$ cat src/rtl/sbm_pkg.sv
`timescale 1ns/1ps
package sbm_pkg;
    typedef enum logic [1:0] {
        ST_IDLE  = 2'd0,
        ST_ADDR  = 2'd1,
        ST_STALL = 2'd2,
        ST_LAST  = 2'd3
    } sbm_state_e;
endpackage

$ cat src/rtl/sbm_seq.sv
`timescale 1ns/1ps
module sbm_seq
    import sbm_pkg::*;
(
    input  logic       clk,
    input  logic       rst_n,
    input  logic       req_valid,
    input  logic       bus_wait,
    output sbm_state_e state,
    output logic       ready,
    output logic       accept
);
    sbm_state_e nxt;

    // state register
    always_ff @(posedge clk or negedge rst_n) begin
        if (!rst_n) state <= ST_IDLE;
        else        state <= nxt;
    end

    // next state and outputs
    always_comb begin
        nxt    = state;
        ready  = 1'b0;
        accept = 1'b0;
        unique case (state)
            ST_IDLE: begin
                ready  = 1'b1;
                accept = req_valid;
                if (req_valid) nxt = ST_ADDR;
            end
            ST_ADDR, ST_STALL: begin
                nxt = bus_wait ? ST_STALL : ST_LAST;
            end
            ST_LAST: begin
                ready  = 1'b1;
                accept = req_valid;
                nxt    = req_valid ? ST_ADDR : ST_IDLE;
            end
            default: nxt = ST_IDLE;
        endcase
    end
endmodule

$ cat src/rtl/sbm_strobe.sv
`timescale 1ns/1ps
module sbm_strobe
    import sbm_pkg::*;
#(
    parameter int DATA_W = 16
) (
    input  logic              clk,
    input  logic              rst_n,
    input  sbm_state_e        state,
    input  logic              is_write,
    input  logic [DATA_W-1:0] bus_din,
    output logic              mreq,
    output logic              rd,
    output logic [DATA_W-1:0] rdata
);
    // falling-edge strobe and capture logic
    always_ff @(negedge clk or negedge rst_n) begin
        if (!rst_n) begin
            mreq  <= 1'b0;
            rd    <= 1'b0;
            rdata <= '0;
        end else begin
            unique case (state)
                ST_ADDR: begin
                    mreq <= 1'b1;
                    rd   <= ~is_write;
                end
                ST_LAST: begin
                    mreq <= 1'b0;
                    rd   <= 1'b0;
                    if (!is_write) rdata <= bus_din;
                end
                default: ;
            endcase
        end
    end
endmodule

$ cat src/rtl/sbus_master.sv
`timescale 1ns/1ps
module sbus_master
    import sbm_pkg::*;
#(
    parameter int ADDR_W = 16,
    parameter int DATA_W = 16
) (
    input  logic              clk,
    input  logic              rst_n,
    input  logic              req_valid,
    output logic              req_ready,
    input  logic              req_write,
    input  logic [ADDR_W-1:0] req_addr,
    input  logic [DATA_W-1:0] req_wdata,
    output logic              rsp_done,
    output logic [DATA_W-1:0] rsp_rdata,
    output logic [ADDR_W-1:0] bus_addr,
    output logic              bus_mreq,
    output logic              bus_rd,
    input  logic              bus_wait,
    input  logic [DATA_W-1:0] bus_din,
    output logic [DATA_W-1:0] bus_dout,
    output logic              bus_dout_en
);
    sbm_state_e state;
    logic       accept;
    logic       write_q;
    logic       done_q;
    logic [ADDR_W-1:0] addr_q;
    logic [DATA_W-1:0] wdata_q;

    sbm_seq u_seq (
        .clk       (clk),
        .rst_n     (rst_n),
        .req_valid (req_valid),
        .bus_wait  (bus_wait),
        .state     (state),
        .ready     (req_ready),
        .accept    (accept)
    );

    sbm_strobe #(.DATA_W(DATA_W)) u_strobe (
        .clk      (clk),
        .rst_n    (rst_n),
        .state    (state),
        .is_write (write_q),
        .bus_din  (bus_din),
        .mreq     (bus_mreq),
        .rd       (bus_rd),
        .rdata    (rsp_rdata)
    );

    // request registers, loaded on acceptance
    always_ff @(posedge clk or negedge rst_n) begin
        if (!rst_n) begin
            addr_q  <= '0;
            wdata_q <= '0;
            write_q <= 1'b0;
            done_q  <= 1'b0;
        end else begin
            done_q <= (state == ST_LAST);
            if (accept) begin
                addr_q  <= req_addr;
                wdata_q <= req_wdata;
                write_q <= req_write;
            end
        end
    end

    assign bus_addr    = addr_q;
    assign bus_dout    = wdata_q;
    assign bus_dout_en = write_q && (state != ST_IDLE);
    assign rsp_done    = done_q;
endmodule

$ cat config.mk
export PLATFORM = sky130hd
export DESIGN_NAME = sbus_master
export DESIGN_NICKNAME = d
export VERILOG_FILES = /design/src/rtl/sbm_pkg.sv /design/src/rtl/sbm_seq.sv /design/src/rtl/sbm_strobe.sv /design/src/rtl/sbus_master.sv
export SDC_FILE = /design/constraint.sdc
export NUM_CORES = 1
export LEC_CHECK = 0
export ABC_AREA = 1
export CAP_MARGIN = 20
export CORE_MARGIN = 5
export CORE_UTILIZATION = 25
export CTS_BUF_LIST = sky130_fd_sc_hd__clkbuf_4
export CTS_CLUSTER_DIAMETER = 80
export CTS_CLUSTER_SIZE = 12
export DETAILED_ROUTE_END_ITERATION = 16
export PLACE_DENSITY = 0.61
export SYNTH_ARGS = -nofsm -noshare
export SYNTH_HDL_FRONTEND = slang
export SYNTH_SLANG_ARGS = --single-unit
$ cat constraint.sdc
create_clock -name clk -period 1.6 [get_ports clk]
set_input_delay 0.32 -clock clk [delete_from_list [all_inputs] [get_ports clk]]
set_output_delay 0.32 -clock clk [all_outputs]
set_load 0.01 [all_outputs]
==> flow_summary.yaml <==
min_path:
  min_path_type: "input pin to asynchronous set/reset pin"
finish:
  nFillCells: 843
  fin_area_um2: 4085
  regArea_um2: 1353
  fin_nets: 436
  multiInputGateArea_um2: 1182
  drive_above_1_share: 0.3816
  antennaDiodeCount: 0
  post-route-util: 0.4684
  syn_to_final_growth_pct: 82.20
yosys:
  netlist.area_leader.share: 0.4018
  synthesis.nets: 301
  yosys.area_share.simple: 0.3047
  synth.distinct_cells: 13
  synth_top_family_by_area: "simple AND/OR/NAND/NOR gates"
  synth.most_common_cell: "nand2_1"
  synth-seq-cells: 54
  ys.flop_type: "dfrtp_1"
  async_flop_share: 1.000
  yosysTopAreaCell: "dfrtp_1"
  synth_warnings: 0
  synth.mux.area_fraction: 0
  syn_avg_cell_area_um2: 9.189
  yosysSeqAreaShare: 0.6027
  synth-compound-area-share: 0.006696
  synthAdderAreaFrac: 0.02232
  synth_edf_count: 0
  synth_common_cells: "106 x nand2_1, 51 x nand3_1, 36 x dfrtp_1"
  syn_inst: 244
  synth_xor_area_frac: 0
  synth_area_um2: 2242
  synth.top_cells.by_area: "dfrtp_1 40%, dfrtn_1 20%, nand2_1 18%"
timing:
  finalSetupViolations: 42
  hold_viol_final: 0
  rsz0062_at_grt: "yes"
  slew_viol_final: 0
  max_slew_margin: 0.3324
  skew_ns: 0.02870
  worst_pin_slew_ns: 0.9998
  tns_ns: -14.81
  worst_slack_ns: -0.4389
die:
  dieArea_um2: 10960
  die_w_um: 104.7
  row_count: 34
  start_util: 0.2571
  core_um2: 8721
  ios: 106
  die_y_um: 104.7
placement:
  place_congestion: 0.6724
  dp_hpwl_mm: 4.623
  place_area_um2: 3438
  port_buffers: 105
  dp_slack_ns: -0.4652
clocking:
  clock-root-buffer: "clkbuf_4"
  clk_latency_ns: 0.37
  clkTransAtPathRegs_ns: 0.14
  clockBufferDepth: 2
  htreeDepth: 2
  numCtsBuffers: 5
  clock_sinks: 54
  cts_tree: "done"
critical_path:
  crit_path_end: "rsp_rdata[10]"
  crit_path_start: "u_strobe.rdata[10]$_DFFE_NN0P_"
  reg2reg_from: "u_seq.state[1]$_DFFE_PN0P_"
  crit_type: "flop to output pin"
  worstPathCellList: "buf_2"
  critPathMaxStageDelay_ns: 0.43
  r2r-end: "u_strobe.rdata[11]$_DFFE_NN0P_"
  path_buf_inv: 1
  crit_arrival_ns: 1.72
  reg2reg_depth: 5
  r2r_slack_ns: -0.43
  cp-end-kind: "output pin"
  cp_num_cells: 1
  critPathRequiredTime_ns: 1.28
  cp_max_fo: 2
  crit_slowest_cell: "dfrtn_1"
  cp_top_family: "flip-flops"
  critPathLaunchType: "flop"
job:
  cap_violations: 0
routing:
  wl_per_cell_um: 15.30
  via_per_inst: 4.418
  num_vias: 2156
  dr.pass1.iters: 4
  ant_nets: 0
  drcViolationCount: 0
  drt-initial-drc-count: 24
  wl_mm: 7.465
global_routing:
  grt_use_total: 0.1234
  grt-ovfl-total: 0
  antenna_found_initial: 0
  grt_pass1_vias: 2225
  grt_pass1_wl_mm: 11.20
  grt_max_degree: 36
outcome:
  violations: "setup timing"
  status: "finished, violations left"
power_and_ir_drop:
  power_density_nw_per_um2: 2123
  ir_worst_vdd_v: 0.0007671
  p_leak_nw: 2.009
flip-flops by register name, summed over array words and instances, names as in the netlist:
name	flops
u_strobe.rdata	16
bus_addr	16
u_strobe.mreq	1
rsp_done	1
u_seq.state	2
u_strobe.rd	1
write_q	1
bus_dout	16
report_power, final:
part,leakage (nW),internal (mW),switching [mW]
Sequential,0.665,2.06,0.436
Clock,0.0331,0.184,0.423
Combinational,1.31,2.77,2.80
Total,2.01,5.01,3.66
how the worst min path moves through the flow:
stage | cells past startpoint | slack (ns) | endpoint
floorplan | 0 | 0.02 | bus_addr[0]$_DFFE_PN0P_
global placement | 1 | 0.30 | rsp_done$_DFF_PN0_
detailed placement | 1 | 0.31 | rsp_done$_DFF_PN0_
CTS | 2 | 0.42 | rsp_done$_DFF_PN0_
global route | 2 | 0.45 | rsp_done$_DFF_PN0_
finish | 2 | 0.42 | rsp_done$_DFF_PN0_
repair_timing:
item,4_1_cts,5_1_grt
gates cloned,2,6
hold endpoints to repair,1,0
setup buffers,5,13
endpoints found under the setup margin,103,72
hold buffers,1,0
pin swaps,26,17
resized for setup,152,73
stage by stage:
step	hold WS [ns]	power [mW]	cells
after floorplan	0.02441	4.373	244
after global placement	0.2999	6.286	456
after detailed placement	0.3074	6.353	456
after CTS	0.4181	7.086	471
after global routing	0.4471	9.355	488
final	0.4229	8.673	488
per-layer routing:
layer | global-route usage | vias to the layer above | part of all wire
met2 | 0.2081 | 66 | 0.50
met1 | 0.1531 | 1026 | 0.44
met5 | 0 | - | 0
met4 | 0.02466 | 0 | 0.0075
met3 | 0.04439 | 5 | 0.056
li1 | - | 1059 | -
cells in the final DEF, fill, tap and decap left out, drive strengths merged:
cell type,count
o21ai,3
nand3,51
dlymetal6s2s,2
clkbuf,9
clkinv,2
nand2,112
nor2,2
dlygate4sd3,1
buf,50
inv,8
ha,4
dfrtp,36
dfrtn,18
clkdlybuf4s50,50
dlygate4sd2,32
area by class of cell:
| class | count | area share |
|---|---|---|
| flip-flops and latches | 54 | 0.3311 |
| repair buffers | 138 | 0.3247 |
| multi-input cells | 172 | 0.2894 |
| well taps | 108 | 0.03308 |
| clock buffers | 6 | 0.01103 |
| inverters | 8 | 0.008576 |
| clock inverters | 2 | 0.002144 |
kinds of logic after synthesis:
logic type                 after synthesis
AOI/OAI and AO/OA                        3
adders and majority gates                4
and+or+nand+nor                        161
DFF                                     54
buffers and inverters                   22
Note: power is estimated with default switching activity, not from simulation.
